## src/rtl/mgc_pkg.sv

```systemverilog
// Package: shared widths, stage encoding, address-nibble decodes and the
// write-event record passed from the bus sampler to the register blocks.
package mgc_pkg;

    localparam int NIB_W  = 4;
    localparam int DATA_W = 8;

    // Loader stage, kept in two bits; value 0 and 3 are never entered.
    typedef enum logic [1:0] {
        STG_IDLE   = 2'd0,
        STG_SELECT = 2'd1,
        STG_LOCKED = 2'd2,
        STG_SPARE  = 2'd3
    } stage_e;

    // Upper-nibble decodes of the CPU address.
    localparam logic [NIB_W-1:0] NIB_RAMEN_A = 4'h0;
    localparam logic [NIB_W-1:0] NIB_RAMEN_B = 4'h1;
    localparam logic [NIB_W-1:0] NIB_ROM_LO  = 4'h2;
    localparam logic [NIB_W-1:0] NIB_ROM_HI  = 4'h3;
    localparam logic [NIB_W-1:0] NIB_RAMBANK = 4'h4;
    localparam logic [NIB_W-1:0] NIB_COMMIT  = 4'h5;
    localparam logic [NIB_W-1:0] NIB_BASE    = 4'h6;

    localparam logic [3:0] RAM_KEY = 4'hA;

    // One completed CPU write.
    typedef struct packed {
        logic              valid;
        logic [NIB_W-1:0]  nib;
        logic [DATA_W-1:0] data;
    } wr_evt_t;

endpackage

```

## src/rtl/mgc_bus_sampler.sv

```systemverilog
// Module: mgc_bus_sampler
// Turns the raw CPU strobe into a one-cycle write event. Address nibble and
// data are registered every cycle. The event fires when the strobe is first
// seen high after a low sample and carries the values registered one cycle
// earlier, so late-settling bus drivers are tolerated.
// Assumes: cpu_wr_n is already synchronous to clk (slow bus, no metastability
// handling here); synchronous active-low reset.
module mgc_bus_sampler
    import mgc_pkg::*;
(
    input  logic              clk,
    input  logic              rst_n,
    input  logic [NIB_W-1:0]  addr_hi,
    input  logic [DATA_W-1:0] data,
    input  logic              wr_n,
    output wr_evt_t           evt
);

    logic              wr_q;
    logic [NIB_W-1:0]  addr_q;
    logic [DATA_W-1:0] data_q;

    // Purpose: one-cycle history of strobe, address nibble and data.
    always_ff @(posedge clk) begin
        if (!rst_n) begin
            wr_q   <= 1'b1;
            addr_q <= '0;
            data_q <= '0;
        end else begin
            wr_q   <= wr_n;
            addr_q <= addr_hi;
            data_q <= data;
        end
    end

    // Purpose: rising strobe edge qualifies the held address/data as a write.
    always_comb begin
        evt.valid = wr_n & ~wr_q;
        evt.nib   = addr_q;
        evt.data  = data_q;
    end

endmodule

```

## src/rtl/mgc_loader_seq.sv

```systemverilog
// Module: mgc_loader_seq
// Loader stage machine. In the select stage a nibble-6 write loads the game
// base region and a nibble-5 write commits it, fires the reset trigger and
// locks the stage. Nibble 7 is deliberately not a trigger. Once locked,
// nothing here changes until power-on reset.
// Assumes: evt.valid is a single-cycle pulse.
module mgc_loader_seq
    import mgc_pkg::*;
(
    input  logic              clk,
    input  logic              rst_n,
    input  wr_evt_t           evt,
    output stage_e            stage,
    output logic [DATA_W-1:0] base,
    output logic              trigger
);

    stage_e            stage_q;
    logic [DATA_W-1:0] base_q;
    logic              in_select;

    assign in_select = (stage_q == STG_SELECT);

    // Purpose: commit request from a nibble-5 write in the select stage.
    always_comb begin
        trigger = evt.valid && in_select && (evt.nib == NIB_COMMIT);
    end

    // Purpose: stage progression select -> locked.
    always_ff @(posedge clk) begin
        if (!rst_n) begin
            stage_q <= STG_SELECT;
        end else if (trigger) begin
            stage_q <= STG_LOCKED;
        end
    end

    // Purpose: capture the base region while still selecting.
    always_ff @(posedge clk) begin
        if (!rst_n) begin
            base_q <= '0;
        end else if (evt.valid && in_select && (evt.nib == NIB_BASE)) begin
            base_q <= evt.data;
        end
    end

    assign stage = stage_q;
    assign base  = base_q;

endmodule

```

## src/rtl/mgc_mbc5_regs.sv

```systemverilog
// Module: mgc_mbc5_regs
// MBC5-style bank registers: 9-bit ROM bank split over two write windows,
// RAM bank and RAM enable. The commit trigger forces ROM bank 1 and RAM
// bank 0. The nibble-5 window is a RAM-bank alias only once locked, because
// in the select stage it is the commit trigger.
// Assumes: 9 <= ROM_BANK_W <= 16, RAM_BANK_W <= 8.
module mgc_mbc5_regs
    import mgc_pkg::*;
#(
    parameter int ROM_BANK_W = 9,
    parameter int RAM_BANK_W = 4
) (
    input  logic                  clk,
    input  logic                  rst_n,
    input  wr_evt_t               evt,
    input  stage_e                stage,
    input  logic                  trigger,
    output logic [ROM_BANK_W-1:0] rom_bank,
    output logic [RAM_BANK_W-1:0] ram_bank,
    output logic                  ram_en
);

    localparam int ROM_HI_W = ROM_BANK_W - DATA_W;

    logic [ROM_BANK_W-1:0] rom_q;
    logic [RAM_BANK_W-1:0] ram_q;
    logic                  en_q;
    logic                  ram_win;
    logic                  en_win;

    // Purpose: decode the RAM-bank window (nibble 5 only when locked).
    always_comb begin
        ram_win = evt.valid && ((evt.nib == NIB_RAMBANK) ||
                  ((evt.nib == NIB_COMMIT) && (stage == STG_LOCKED)));
        en_win  = evt.valid && ((evt.nib == NIB_RAMEN_A) ||
                  (evt.nib == NIB_RAMEN_B));
    end

    // Purpose: ROM bank register, forced to 1 by the commit.
    always_ff @(posedge clk) begin
        if (!rst_n) begin
            rom_q <= ROM_BANK_W'(1);
        end else if (trigger) begin
            rom_q <= ROM_BANK_W'(1);
        end else if (evt.valid && evt.nib == NIB_ROM_LO) begin
            rom_q[DATA_W-1:0] <= evt.data;
        end else if (evt.valid && evt.nib == NIB_ROM_HI) begin
            rom_q[ROM_BANK_W-1:DATA_W] <= evt.data[ROM_HI_W-1:0];
        end
    end

    // Purpose: RAM bank register, cleared by the commit.
    always_ff @(posedge clk) begin
        if (!rst_n) begin
            ram_q <= '0;
        end else if (trigger) begin
            ram_q <= '0;
        end else if (ram_win) begin
            ram_q <= evt.data[RAM_BANK_W-1:0];
        end
    end

    // Purpose: RAM enable, set only by the key value in the low nibble.
    always_ff @(posedge clk) begin
        if (!rst_n) begin
            en_q <= 1'b0;
        end else if (en_win) begin
            en_q <= (evt.data[3:0] == RAM_KEY);
        end
    end

    assign rom_bank = rom_q;
    assign ram_bank = ram_q;
    assign ram_en   = en_q;

endmodule

```

## src/rtl/mgc_reset_pulse.sv

```systemverilog
// Module: mgc_reset_pulse
// Stretches the one-cycle commit trigger into a console reset of exactly
// RST_CYCLES clocks. The state is an active-low register; the output to
// the transistor gate is its inverse, so idle and reset both give 0.
// Assumes: RST_CYCLES >= 2; trigger cannot recur while a pulse runs.
module mgc_reset_pulse #(
    parameter int RST_CYCLES = 1024
) (
    input  logic clk,
    input  logic rst_n,
    input  logic trigger,
    output logic console_rst
);

    localparam int CNT_W = $clog2(RST_CYCLES);

    logic             drv_n_q;
    logic [CNT_W-1:0] cnt_q;

    // Purpose: load the width counter on trigger, release when it empties.
    always_ff @(posedge clk) begin
        if (!rst_n) begin
            drv_n_q <= 1'b1;
            cnt_q   <= '0;
        end else if (trigger) begin
            drv_n_q <= 1'b0;
            cnt_q   <= CNT_W'(RST_CYCLES - 1);
        end else if (!drv_n_q) begin
            if (cnt_q == '0) begin
                drv_n_q <= 1'b1;
            end else begin
                cnt_q <= cnt_q - CNT_W'(1);
            end
        end
    end

    assign console_rst = ~drv_n_q;

endmodule

```

## src/rtl/mgc_addr_map.sv

```systemverilog
// Module: mgc_addr_map
// Forms the flash bank: the base region scaled by 2^BASE_SHIFT banks plus
// the ROM bank in the switchable window (A14 high), or plus 0 in the fixed
// window. The sum wraps at FLASH_BANK_W bits. Purely combinational.
// Assumes: BASE_W + BASE_SHIFT <= FLASH_BANK_W.
module mgc_addr_map #(
    parameter int BASE_W       = 8,
    parameter int BASE_SHIFT   = 4,
    parameter int ROM_BANK_W   = 9,
    parameter int FLASH_BANK_W = 12
) (
    input  logic [BASE_W-1:0]       base,
    input  logic [ROM_BANK_W-1:0]   rom_bank,
    input  logic                    upper_win,
    output logic [FLASH_BANK_W-1:0] flash_bank
);

    logic [FLASH_BANK_W-1:0] base_ext;
    logic [FLASH_BANK_W-1:0] off_ext;

    // Purpose: scale the base region; the shift-free variant avoids a
    // zero-width pad.
    generate
        if (BASE_SHIFT == 0) begin : g_noshift
            assign base_ext = FLASH_BANK_W'(base);
        end else begin : g_shift
            assign base_ext = FLASH_BANK_W'({base, {BASE_SHIFT{1'b0}}});
        end
    endgenerate

    // Purpose: window offset and the wrapping sum.
    always_comb begin
        off_ext    = upper_win ? FLASH_BANK_W'(rom_bank) : '0;
        flash_bank = base_ext + off_ext;
    end

endmodule

```

## src/rtl/mgc_cart_ctrl.sv

```systemverilog
// Module: mgc_cart_ctrl (top)
// Multi-game cartridge controller: bus sampler, loader stage machine,
// MBC5-style registers, reset stretcher and flash bank adder.
// Assumes: a single clock, synchronous active-low power-on reset, CPU bus
// signals already in the clk domain at the logic levels of this device.
module mgc_cart_ctrl
    import mgc_pkg::*;
#(
    parameter int RST_CYCLES   = 1024,
    parameter int BASE_SHIFT   = 4,
    parameter int ROM_BANK_W   = 9,
    parameter int RAM_BANK_W   = 4,
    parameter int FLASH_BANK_W = 12
) (
    input  logic                    clk,
    input  logic                    rst_n,
    input  logic [3:0]              cpu_addr_hi,
    input  logic [7:0]              cpu_data,
    input  logic                    cpu_wr_n,
    output logic [FLASH_BANK_W-1:0] flash_bank,
    output logic [RAM_BANK_W-1:0]   ram_bank,
    output logic                    ram_en,
    output logic                    console_rst
);

    wr_evt_t               evt_w;
    stage_e                stage_w;
    logic [DATA_W-1:0]     base_w;
    logic                  trigger_w;
    logic [ROM_BANK_W-1:0] rom_bank_w;

    mgc_bus_sampler u_sampler (
        .clk     (clk),
        .rst_n   (rst_n),
        .addr_hi (cpu_addr_hi),
        .data    (cpu_data),
        .wr_n    (cpu_wr_n),
        .evt     (evt_w)
    );

    mgc_loader_seq u_loader (
        .clk     (clk),
        .rst_n   (rst_n),
        .evt     (evt_w),
        .stage   (stage_w),
        .base    (base_w),
        .trigger (trigger_w)
    );

    mgc_mbc5_regs #(
        .ROM_BANK_W (ROM_BANK_W),
        .RAM_BANK_W (RAM_BANK_W)
    ) u_mbc (
        .clk      (clk),
        .rst_n    (rst_n),
        .evt      (evt_w),
        .stage    (stage_w),
        .trigger  (trigger_w),
        .rom_bank (rom_bank_w),
        .ram_bank (ram_bank),
        .ram_en   (ram_en)
    );

    mgc_reset_pulse #(
        .RST_CYCLES (RST_CYCLES)
    ) u_pulse (
        .clk         (clk),
        .rst_n       (rst_n),
        .trigger     (trigger_w),
        .console_rst (console_rst)
    );

    mgc_addr_map #(
        .BASE_W       (DATA_W),
        .BASE_SHIFT   (BASE_SHIFT),
        .ROM_BANK_W   (ROM_BANK_W),
        .FLASH_BANK_W (FLASH_BANK_W)
    ) u_map (
        .base       (base_w),
        .rom_bank   (rom_bank_w),
        .upper_win  (cpu_addr_hi[2]),
        .flash_bank (flash_bank)
    );

endmodule

```

## config.mk

```make
export PLATFORM = sky130hd
export DESIGN_NAME = mgc_cart_ctrl
export DESIGN_NICKNAME = d
export VERILOG_FILES = /design/src/rtl/mgc_pkg.sv /design/src/rtl/mgc_bus_sampler.sv /design/src/rtl/mgc_loader_seq.sv /design/src/rtl/mgc_mbc5_regs.sv /design/src/rtl/mgc_reset_pulse.sv /design/src/rtl/mgc_addr_map.sv /design/src/rtl/mgc_cart_ctrl.sv
export SDC_FILE = /design/constraint.sdc
export NUM_CORES = 1
export LEC_CHECK = 0
export ABC_AREA = 1
export BUFFER_PORTS_ARGS = -buffer_cell sky130_fd_sc_hd__clkbuf_2
export CORE_MARGIN = 1.5
export CORE_UTILIZATION = 55
export DETAILED_ROUTE_END_ITERATION = 12
export PLACE_DENSITY = 0.77
export SLEW_MARGIN = 30
export SYNTH_ARGS = -nofsm -noshare
export SYNTH_HDL_FRONTEND = slang
export SYNTH_SLANG_ARGS = --single-unit
```

## constraint.sdc

```tcl
create_clock -name clk -period 2.58 [get_ports clk]
set_clock_uncertainty 0.2 [all_clocks]
set_input_delay 0.258 -clock clk [delete_from_list [all_inputs] [get_ports clk]]
set_output_delay 0.258 -clock clk [all_outputs]
set_load 0.005 [all_outputs]
```

# [Word-level counts from Yosys, hierarchy flattened]
# Index checks and enable logic that the tools add are counted.
[classes] n_reduce_logical=15 eq_ne=11 muxes=7 n_addsub=2 bitwise_logic=5
[op_table] operator="$mux 10" n=3
[op_table] operator="$add 12x12->12" n=1
[op_table] operator="$eq 4x3->1 const B" n=3
[op_table] operator="$logic_not 10->1" n=1
[op_table] operator="$sub 10x1->10 const B" n=1
[op_table] operator="$mux 9" n=1
[op_table] operator="$eq 4x2->1 const B" n=2
[op_table] operator="$logic_and 1x1->1" n=8
[op_table] operator="$eq 4x1->1 const B" n=1
[op_table] operator="$eq 4x4->1 const B" n=1
[op_table] operator="$logic_not 4->1" n=1
[op_table] operator="$ne 2x2->1 const B" n=2
[op_table] operator="$not 1->1" n=4
[op_table] operator="$reduce_and 2->1" n=2
[op_table] operator="$mux 1" n=3
[op_table] operator="$eq 2x1->1 const B" n=1
[op_table] operator="$eq 2x2->1 const B" n=1
[op_table] operator="$logic_or 1x1->1" n=2
[op_table] operator="$reduce_or 2->1" n=1
[op_table] operator="$and 1x1->1" n=1
[totals] input_bits=15 output_inout_bits=18 ff_bits=48 wordCells=51

# [Depth between registers and ports, before layout]
# Gate-level depths: netlist (run 1).
[logic_depth] word_depth=6 depth_mapped=13 depth_no_buf=12

# [Hierarchy]
# A second synthesis (run 1) with hierarchy kept.
[hier_totals] hier_cells=386 area_unflattened_um2=2562.5
[by_module_without_submodules] module="mgc_reset_pulse" n_inst=1 area_each_um2=674.4 cells_per_inst=104 seq_area_each_um2=220.2
[by_module_without_submodules] module="mgc_mbc5_regs" n_inst=1 area_each_um2=673.1 cells_per_inst=102 seq_area_each_um2=280.3
[by_module_without_submodules] module="mgc_loader_seq" n_inst=1 area_each_um2=479.2 cells_per_inst=67 seq_area_each_um2=200.2
[by_module_without_submodules] module="mgc_bus_sampler" n_inst=1 area_each_um2=372.9 cells_per_inst=41 seq_area_each_um2=260.2
[by_module_without_submodules] module="mgc_addr_map" n_inst=1 area_each_um2=362.8 cells_per_inst=72 seq_area_each_um2=0.0

# [Least setup slack after synthesis (run 1)]
# No wires, ideal clock.
[synth_timing] path_kind="in2out" from="in cpu_addr_hi[2]" to="out flash_bank[10]" required_time_ns=2.122 path_slack_ns=0.262 cell_stages=10 arrival_ns=1.860 path_buffers=1 cell_sequence="clkbuf_1 nand2_1 inv_1 ha_1 inv_1 fa_1 o21ai_0 nand2_1 a21oi_1 xor2_1"
[synth_via] elab_chain_cells=2
[synth_rtl] item="start: declaration" line="mgc_cart_ctrl.sv:17" text="input logic [3:0] cpu_addr_hi,"
[synth_rtl] item="$mux 9" line="mgc_addr_map.sv:33" text="off_ext = upper_win ? FLASH_BANK_W'(rom_bank) : '0;"
[synth_rtl] item="$add 12x12->12" line="mgc_addr_map.sv:34" text="flash_bank = base_ext + off_ext;"
[synth_rtl] item="end: declaration" line="mgc_cart_ctrl.sv:20" text="output logic [FLASH_BANK_W-1:0] flash_bank,"
# No other way between the ends.

# [Final worst setup path (run 1)]
[layout_timing] from="reg u_mbc.rom_q[4], in the netlist u_mbc.rom_bank[4]" to="out flash_bank[10]"
[layout_via] elab_chain_cells=2
[layout_rtl] item="start: declaration" line="mgc_mbc5_regs.sv:25" text="logic [ROM_BANK_W-1:0] rom_q;"
[layout_rtl] item="start signal: indexed assignment" line="mgc_mbc5_regs.sv:46" text="rom_q[DATA_W-1:0] <= evt.data;"
[layout_rtl] item="start signal: indexed assignment" line="mgc_mbc5_regs.sv:48" text="rom_q[ROM_BANK_W-1:DATA_W] <= evt.data[ROM_HI_W-1:0];"
[layout_rtl] item="$mux 9" line="mgc_addr_map.sv:33"
[layout_rtl] item="$add 12x12->12" line="mgc_addr_map.sv:34"
# No other way between the ends.

==> impl_metrics.env, run 1 <==
export IMPL_status="complete, no violations"
export IMPL_drive_gt1_share_pct=16.85
export IMPL_grt_use_total_pct=22.77
export IMPL_r2r_cells=6
export IMPL_setup_ws_ps=191.9
export IMPL_final_core_util_pct=67.34
export IMPL_cts_sinks=48
export IMPL_required_ps=2120
export IMPL_path_clk_slew_ps=90
export IMPL_syn2layout_area_growth_pct=18.04
export IMPL_vias=1990
export IMPL_post_dp_cell_area_mm2=0.002471
export IMPL_cts_buffers=5
export IMPL_power_density_mw_per_mm2=492.2
export IMPL_core_area_mm2=0.004000
export IMPL_start_util_pct=57.05
export IMPL_num_antenna_cells=0
export IMPL_worstHoldPathType="primary input to flop"
export IMPL_routedWlPerCell_um=11.33
export IMPL_maxCapViolations=0
export IMPL_slew_headroom_pct=64.50
export IMPL_finalSetupViolCount=0
export IMPL_tightest_slew_ps=532.5
export IMPL_synth_cell_types=30
export IMPL_vdd_ir_drop_max_mv=0.4338
export IMPL_grt_antenna_before_repair=0
export IMPL_fin_crit_ps=2388
export IMPL_synthCells=316
export IMPL_die_h_um=67.42
export IMPL_viasPerCell=4.830
export IMPL_final_area_mm2=0.002694
export IMPL_arrival_ps=1930
export IMPL_hold_start="cpu_addr_hi[2]"
export IMPL_num_rows=23
export IMPL_synth_seq_cells=48
export IMPL_port_buffers=32
export IMPL_timing_fmax_mhz=418.7
export IMPL_dieWidth_um=67.42
export IMPL_hpwlAfterDp_um=3227
export IMPL_avgSynthCellArea_um2=7.222
export IMPL_cts_root_buf="clkbuf_8"
export IMPL_io_pins=33
export IMPL_synthesis_area_mm2=0.002282
export IMPL_synth_fp_nets=338
export IMPL_yosysSeqAreaShare_pct=42.11
export IMPL_grt_pass1_vias=1843
export IMPL_yosys_warnings=0
export IMPL_htreeDepth=2
export IMPL_ant_nets=0
export IMPL_grt_pass1_wl_um=7838
export IMPL_rr_endpoint="u_mbc.ram_bank[0]"
export IMPL_p_leak_nw=1.407
export IMPL_clk_latency_ps=300
export IMPL_ctsLongestPathBuffers=2
export IMPL_crit_fanout=2
export IMPL_rsz0062_at_grt="no"
export IMPL_dp_slack_ps=202.4
export IMPL_setup_tns_final_ps=0
export IMPL_min_path_cells=4
export IMPL_startpoint_type="flop"
export IMPL_final_period_utilization_pct=92.56
export IMPL_overflow=0
export IMPL_drt_first_iter_violations=98
export IMPL_crit_type="flop to output port"
export IMPL_dr_pass1_iters=5
export IMPL_drc=0
export IMPL_routabilityCongestion=0.8094
export IMPL_fin_nets=383
export IMPL_critPathCaptureType="output port"
export IMPL_post_cts_buffers=0
export IMPL_hold_end="u_sampler.addr_q[2]"
export IMPL_grt_max_degree=29
export IMPL_power_mw=1.326
export IMPL_ff2ff_setup_slack_ps=670
export IMPL_wirelength_um=4668
export IMPL_cts_tree="built"
export IMPL_drv_slew=0
export IMPL_r2r_start="u_sampler.addr_q[3]"
export IMPL_hold_viol=0
export IMPL_dieArea_mm2=0.004545
## registers in the layout, indices dropped and copies added (netlist names)
signal / cells
u_mbc.ram_bank: 4
u_pulse.cnt_q: 10
u_pulse.drv_n_q: 1
u_sampler.addr_q: 4
u_sampler.data_q: 8
u_sampler.wr_q: 1
u_mbc.rom_bank: 9
u_mbc.ram_en: 1
u_loader.stage: 2
u_loader.base: 8
## layout by cell type, fill, tap and decap left out, types with 2 or more instances in the layout
master	n
nand2_1	76
nand4_1	2
nor2_2	2
xor2_1	5
inv_1	49
nand2_8	2
nand3_1	21
nor3_2	2
o21ai_1	2
dfxtp_1	48
a211oi_1	3
buf_4	2
clkbuf_8	6
nand3_2	2
a21oi_1	24
dlygate4sd3_1	12
ha_1	6
nand2_2	5
clkbuf_2	32
nor2_1	33
inv_2	3
o21ai_0	12
nand3b_1	2
## power breakdown
| part | internal [mW] | total (mW) | switching, mW | leakage, nW |
|---|---|---|---|---|
| clock network | 0.220 | 0.473 | 0.253 | 0.0516 |
| logic | 0.0385 | 0.0877 | 0.0492 | 0.965 |
| registers | 0.755 | 0.765 | 0.0107 | 0.391 |
| total | 1.01 | 1.33 | 0.313 | 1.41 |
## worst max-delay path: stages (launching register included)
cell and delay [ps]:
dfxtp_1 340, nand2_1 50, inv_1 50, ha_1 140
inv_1 50, fa_2 360, o21ai_2 150, nand2_1 60
a21oi_1 160, xor2_1 150, clkbuf_2 120
## cell type report
cell class | count | area, um2
Tap cell | 50 | 62.56
Clock inverter | 2 | 13.76
Fill cell | 356 | 1306
Clock buffer | 6 | 82.58
Inverter | 53 | 198.9
Multi-Input combinational cell | 207 | 1080
Sequential cell | 48 | 960.9
Timing Repair Buffer | 46 | 295.3
## cell usage after synthesis
cell / count / area share [%]
inv_1: 49 / 8.1
nand2_1: 76 / 12
xnor2_1: 1 / 0.38
buf_6: 2 / 0.99
nor3_2: 2 / 0.88
buf_2: 3 / 0.66
dfxtp_1: 48 / 42
nand2_2: 5 / 1.4
clkinv_1: 1 / 0.16
nor3_1: 1 / 0.22
o21ai_1: 2 / 0.44
nand4_1: 2 / 0.55
or2_1: 1 / 0.27
clkbuf_1: 3 / 0.49
a211oi_1: 3 / 0.99
o2111ai_1: 1 / 0.38
ha_1: 6 / 3.3
inv_2: 3 / 0.49
fa_1: 1 / 0.88
xor2_1: 5 / 1.9
nand2_8: 2 / 1.8
nor2_1: 33 / 5.4
nor3_4: 1 / 0.71
nor4_1: 1 / 0.27
nor2_2: 2 / 0.55
a21oi_1: 24 / 5.3
nand3_2: 2 / 0.88
nand3_1: 21 / 4.6
o21ai_0: 13 / 2.9
nand3b_1: 2 / 0.66
## kinds of logic after synthesis
logic type	synth area share (%)
AOI/OAI and AO/OA	9.923
DFF	42.11
buffers and inverters	10.85
and+or+nand+nor	30.65
adders and majority gates	4.167
xor gates and xnor gates	2.303
## timing repair
item / 4_1_cts / 5_1_grt
setup endpoints to repair: 1 / 1
hold buffers: 12 / 0
endpoints found under the hold margin: 12 / 0
pin swaps: 0 / 1
resized for setup: 1 / 2
## routing by layer
metal / up-vias / track usage [%] / share of wire [%]
li1: 1073 / - / -
met1: 869 / 28.27 / 47
met2: 42 / 39.85 / 48
met3: 6 / 4.333 / 3.6
met4: 0 / 6.888 / 1.2
met5: - / 0 / 0
## per-stage QoR
| stage | std cells | hold slack, ps |
|---|---|---|
| 5_1_grt | 412 | 205.1 |
| 3_5_place_dp | 392 | 245.5 |
| 3_3_place_gp | 392 | 239.2 |
| 2_1_floorplan | 316 | 154.4 |
| 6_report | 412 | 200.9 |
| 4_1_cts | 412 | 192.5 |
## worst max path at each step
stage	from	end	slack, ps	cells after the start
2_1_floorplan	cpu_addr_hi[2]	flash_bank[10]	260	10
3_3_place_gp	cpu_addr_hi[2]	flash_bank[10]	230	11
3_5_place_dp	cpu_addr_hi[2]	flash_bank[10]	200	11
4_1_cts	u_mbc.rom_bank[4]	flash_bank[10]	70	10
5_1_grt	u_mbc.rom_bank[4]	flash_bank[10]	40	10
6_report	u_mbc.rom_bank[4]	flash_bank[10]	190	10
Note: power is estimated with default switching activity, not from simulation.
==> run 2: changes to the inputs <==
--- a/config.mk
+++ b/config.mk
@@ -7,10 +7,12 @@
 export LEC_CHECK = 0
 export ABC_AREA = 1
 export BUFFER_PORTS_ARGS = -buffer_cell sky130_fd_sc_hd__clkbuf_2
+export CELL_PAD_IN_SITES_DETAIL_PLACEMENT = 0
+export CELL_PAD_IN_SITES_GLOBAL_PLACEMENT = 1
 export CORE_MARGIN = 1.5
-export CORE_UTILIZATION = 55
+export CORE_UTILIZATION = 40
 export DETAILED_ROUTE_END_ITERATION = 12
-export PLACE_DENSITY = 0.77
+export PLACE_DENSITY_LB_ADDON = 0.1
 export SLEW_MARGIN = 30
 export SYNTH_ARGS = -nofsm -noshare
 export SYNTH_HDL_FRONTEND = slang
==> run 2 against run 1 <==
Effect of this change:
- non-clock buffer count rose by 1
- final area up 1.3%
- die area increased by 36%
- largest cell class unchanged
==> impl_metrics.env, run 2 (same netlist as run 1, synthesis figures left out) <==
export IMPL_die_h_um=78.54
export IMPL_post_dp_cell_area_mm2=0.002499
export IMPL_final_period_utilization_pct=92.50
export IMPL_overflow=0
export IMPL_cts_buffers=5
export IMPL_setup_tns_final_ps=0
export IMPL_arrival_ps=1930
export IMPL_dr_pass1_iters=4
export IMPL_rr_endpoint="u_loader.base[3]"
export IMPL_min_path_cells=4
export IMPL_mostFrequentLayoutCell="nand2_1"
export IMPL_cts_tree="built"
export IMPL_routabilityCongestion=0.8023
export IMPL_r2r_cells=6
export IMPL_timing_fmax_mhz=419.0
export IMPL_grt_pass1_wl_um=8100
export IMPL_power_density_mw_per_mm2=481.7
export IMPL_cts_sinks=48
export IMPL_drv_slew=0
export IMPL_largest_register="u_pulse.cnt_q"
export IMPL_final_area_mm2=0.002729
export IMPL_grt_pass1_vias=1808
export IMPL_core_area_mm2=0.005507
export IMPL_whs_ps=192.2
export IMPL_critPathCaptureType="output port"
export IMPL_wirelength_um=4808
export IMPL_grt_antenna_before_repair=0
export IMPL_grt_use_total_pct=16.60
export IMPL_dp_slack_ps=148.3
export IMPL_clk_latency_ps=300
export IMPL_io_pins=33
export IMPL_path_clk_slew_ps=90
export IMPL_ff2ff_setup_slack_ps=800
export IMPL_port_buffers=32
export IMPL_hold_viol=0
export IMPL_cts_root_buf="clkbuf_8"
export IMPL_start_util_pct=41.45
export IMPL_vias=1945
export IMPL_crit_fanout=2
export IMPL_p_leak_nw=1.411
export IMPL_dieWidth_um=78.54
export IMPL_finalSetupViolCount=0
export IMPL_crit_start="u_mbc.rom_bank[4]"
export IMPL_status="complete, no violations"
export IMPL_maxCapViolations=0
export IMPL_num_antenna_cells=0
export IMPL_fin_nets=384
export IMPL_slew_headroom_pct=64.14
export IMPL_routedWlPerCell_um=11.05
export IMPL_viasPerCell=4.471
export IMPL_htreeDepth=2
export IMPL_crit_type="flop to output port"
export IMPL_fin_crit_ps=2387
export IMPL_required_ps=2120
export IMPL_ctsLongestPathBuffers=2
export IMPL_drt_first_iter_violations=68
export IMPL_ant_nets=0
export IMPL_largest_reg_flops=10
export IMPL_r2r_start="u_loader.stage[0]"
export IMPL_vdd_ir_drop_max_mv=0.2905
export IMPL_drc=0
export IMPL_mostFrequentLayoutCells="nand2_1, inv_1, dfxtp_1"
export IMPL_power_mw=1.315
export IMPL_grt_max_degree=29
export IMPL_worstHoldPathType="primary input to flop"
export IMPL_num_rows=27
export IMPL_drive_gt1_share_pct=17.36
export IMPL_tightest_slew_ps=537.9
export IMPL_setup_ws_ps=193.4
export IMPL_dieArea_mm2=0.006168
export IMPL_startpoint_type="flop"
export IMPL_cp_endpoint="flash_bank[10]"
export IMPL_rsz0062_at_grt="no"
export IMPL_syn2layout_area_growth_pct=19.57
export IMPL_hpwlAfterDp_um=3450
[run 2: cell count changes in the layout (fill, tap and decap cells not counted)]
cell / change
inv_6: -1
clkinv_2: +1
a21oi_1: -1
a21oi_2: +1
buf_4: +1
[run 2: layout make-up]
type / count / area (um2)
Inverter: 53 / 198.9
Fill cell: 584 / 2778
Sequential cell: 48 / 960.9
Clock buffer: 6 / 82.58
Tap cell: 72 / 90.09
Timing Repair Buffer: 47 / 302.8
Clock inverter: 2 / 10.01
Multi-Input combinational cell: 207 / 1084
[run 2: worst min path at each step]
stage                    from                  end  slack, ps
2_1_floorplan        cpu_wr_n       u_sampler.wr_q        150
3_3_place_gp   cpu_addr_hi[3]  u_sampler.addr_q[3]        240
3_5_place_dp      cpu_data[3]  u_sampler.data_q[3]        240
4_1_cts        cpu_addr_hi[2]  u_sampler.addr_q[2]        180
5_1_grt        cpu_addr_hi[2]  u_sampler.addr_q[2]        200
6_report       cpu_addr_hi[2]  u_sampler.addr_q[2]        190
[run 2: where the power goes]
group | total [mW] | switching, mW | internal, mW
Sequential | 0.766 | 0.0110 | 0.755
Clock | 0.462 | 0.247 | 0.214
Combinational | 0.0873 | 0.0487 | 0.0386
[run 2: routing by layer]
| layer | up-vias | global-route usage (%) | part of all wire, % |
|---|---|---|---|
| met3 | 2 | 4.070 | 3.9 |
| met4 | 0 | 4.286 | 0.48 |
| li1 | 1075 | - | - |
| met1 | 827 | 22.08 | 51 |
| met2 | 41 | 26.81 | 45 |
| met5 | - | 0 | 0 |
[run 2: worst max-delay path, cell delays in order (launching register included)]
cell and delay, ps:
dfxtp_1 340, nand2_1 50, inv_1 50, ha_1 150, inv_1 60, fa_2 360, o21ai_2 140, nand2_1 80
a21oi_2 130, xor2_1 150, clkbuf_2 130
[run 2: repair_timing]
item,4_1_cts,5_1_grt
hold buffers,12,0
endpoints found under the hold margin,12,0
setup endpoints to repair,1,1
buffers inserted,0,1
gates resized for setup,1,3
pin swaps,0,1
[run 2: through the flow]
stage | util (%) | cells
global route | 49.56 | 435
floorplan | - | 316
detailed placement | 45.38 | 414
finish | 49.56 | 435
global placement | 45.38 | 414
CTS | 49.24 | 434
==> run 3: changes to the inputs <==
--- a/config.mk
+++ b/config.mk
@@ -9,8 +9,8 @@
 export BUFFER_PORTS_ARGS = -buffer_cell sky130_fd_sc_hd__clkbuf_2
 export CELL_PAD_IN_SITES_DETAIL_PLACEMENT = 0
 export CELL_PAD_IN_SITES_GLOBAL_PLACEMENT = 1
-export CORE_MARGIN = 1.5
 export CORE_UTILIZATION = 40
+export CTS_BUF_LIST = sky130_fd_sc_hd__clkbuf_8 sky130_fd_sc_hd__clkbuf_16
 export DETAILED_ROUTE_END_ITERATION = 12
 export PLACE_DENSITY_LB_ADDON = 0.1
 export SLEW_MARGIN = 30
==> run 3 against run 2 <==
Effect of this change:
- setup slack got worse by 5.9 ps
- maximum frequency decreased by 0.25%
- wire length increased by 0.83%
- final cell count unchanged
- sequential power about the same
- die area decreased by 2.5%
- via count increased by 1.8%
- worst hold slack got worse by 6.0 ps
- final area increased by 0.92%
- clock-buffer cell count unchanged
- register-to-register slack about the same
- combinational power about the same
==> impl_metrics.env, run 3 (same netlist as run 1, synthesis figures left out) <==
export IMPL_port_buffers=32
export IMPL_grt_use_total_pct=18.02
export IMPL_vdd_ir_drop_max_mv=0.2809
export IMPL_setup_tns_final_ps=0
export IMPL_overflow=0
export IMPL_arrival_ps=1930
export IMPL_rsz0062_at_grt="no"
export IMPL_hold_viol=0
export IMPL_io_pins=33
export IMPL_cts_root_buf="clkbuf_8"
export IMPL_status="complete, no violations"
export IMPL_num_antenna_cells=0
export IMPL_rr_endpoint="u_loader.base[6]"
export IMPL_dr_pass1_iters=4
export IMPL_grt_max_degree=29
export IMPL_finalSetupViolCount=0
export IMPL_drv_slew=0
export IMPL_worstHoldPathType="primary input to flop"
export IMPL_final_period_utilization_pct=92.73
export IMPL_hpwlAfterDp_um=3459
export IMPL_htreeDepth=2
export IMPL_clk_latency_ps=300
export IMPL_fin_nets=384
export IMPL_vias=1980
export IMPL_start_util_pct=41.45
export IMPL_mostFrequentLayoutCells="nand2_1, inv_1, dfxtp_1"
export IMPL_grt_antenna_before_repair=0
export IMPL_num_rows=27
export IMPL_grt_pass1_vias=1875
export IMPL_routedWlPerCell_um=11.14
export IMPL_routabilityCongestion=0.7332
export IMPL_power_density_mw_per_mm2=517.4
export IMPL_startpoint_type="flop"
export IMPL_die_h_um=77.54
export IMPL_final_core_util_pct=50.01
export IMPL_timing_fmax_mhz=418.0
export IMPL_core_area_mm2=0.005507
export IMPL_r2r_start="u_sampler.wr_q"
export IMPL_syn2layout_area_growth_pct=20.67
export IMPL_r2r_cells=7
export IMPL_multiInputGateArea_mm2=0.001080
export IMPL_required_ps=2120
export IMPL_grt_pass1_wl_um=8500
export IMPL_wirelength_um=4848
export IMPL_cts_sinks=48
export IMPL_drc=0
export IMPL_crit_start="u_mbc.rom_bank[4]"
export IMPL_drt_first_iter_violations=97
export IMPL_crit_type="flop to output port"
export IMPL_dieWidth_um=77.54
export IMPL_fin_crit_ps=2392
export IMPL_p_leak_nw=1.421
export IMPL_drive_gt1_share_pct=17.08
export IMPL_cts_buffers=5
export IMPL_mostFrequentLayoutCell="nand2_1"
export IMPL_tightest_slew_ps=567.0
export IMPL_cts_tree="built"
export IMPL_crit_fanout=2
export IMPL_viasPerCell=4.552
export IMPL_nFillCells=586
export IMPL_path_clk_slew_ps=90
export IMPL_maxCapViolations=0
export IMPL_largest_reg_flops=10
export IMPL_cp_endpoint="flash_bank[10]"
export IMPL_dieArea_mm2=0.006012
export IMPL_ant_nets=0
export IMPL_ff2ff_setup_slack_ps=790
export IMPL_ctsLongestPathBuffers=2
export IMPL_critPathCaptureType="output port"
export IMPL_seq_area_um2=960.9
export IMPL_slew_headroom_pct=62.20
export IMPL_largest_register="u_pulse.cnt_q"
## run 3: how the worst min path moves through the flow
stage / start / to / depth (start not counted)
after global routing: cpu_addr_hi[2] / u_sampler.addr_q[2] / 4
after CTS: cpu_addr_hi[2] / u_sampler.addr_q[2] / 4
after floorplan: cpu_wr_n / u_sampler.wr_q / 2
after global placement: cpu_data[6] / u_sampler.data_q[6] / 3
after detailed placement: cpu_data[5] / u_sampler.data_q[5] / 3
final: cpu_addr_hi[2] / u_sampler.addr_q[2] / 4
## run 3: power by group
part | switching [mW] | internal [mW] | total (mW)
clock | 0.254 | 0.317 | 0.571
combinational | 0.0490 | 0.0386 | 0.0876
sequential | 0.0116 | 0.755 | 0.766
total | 0.314 | 1.11 | 1.42
## run 3: cell type report
| class | count | area share (%) |
|---|---|---|
| multi-input combinational | 207 | 39.21 |
| tap | 72 | 3.271 |
| timing repair buffer | 47 | 10.99 |
| sequential | 48 | 34.89 |
| clock buffer | 6 | 2.999 |
| inverter | 53 | 7.224 |
| clock inverter | 2 | 1.408 |
## run 3: layer usage
metal	track usage, %	part of all wire, %
met1	23.49	50
met2	29.82	45
met3	3.529	3.9
met4	5.660	0.56
met5	0	0
## run 3: timing repair
item / in CTS / in global routing
hold buffers: 12 / 0
setup buffers: 0 / 1
resized for setup: 1 / 2
endpoints found under the hold margin: 12 / 0
endpoints found under the setup margin: 1 / 1
cloned: 0 / 0
pin swaps: 0 / 1
## run 3: metrics by stage
stage	setup WS (ps)	instance area [um2]	std cells	hold WS [ps]	total power, mW
finish	187.5	2754	435	186.2	1.425
global route	41.22	2754	435	205.2	1.486
CTS	19.50	2740	434	170.3	1.444
detailed placement	169.5	2499	414	245.0	0.8579
global placement	170.1	2499	414	239.1	0.8571
floorplan	261.8	2282	316	154.4	0.8292
## run 3: critical path, cell delays in order, from the launching register on
cell and delay (ps):
dfxtp_1 340, nand2_1 50, inv_1 50, ha_1 150, inv_1 50, fa_2 360, o21ai_2 140, nand2_1 60
a21oi_1 150, xor2_1 160, clkbuf_2 130
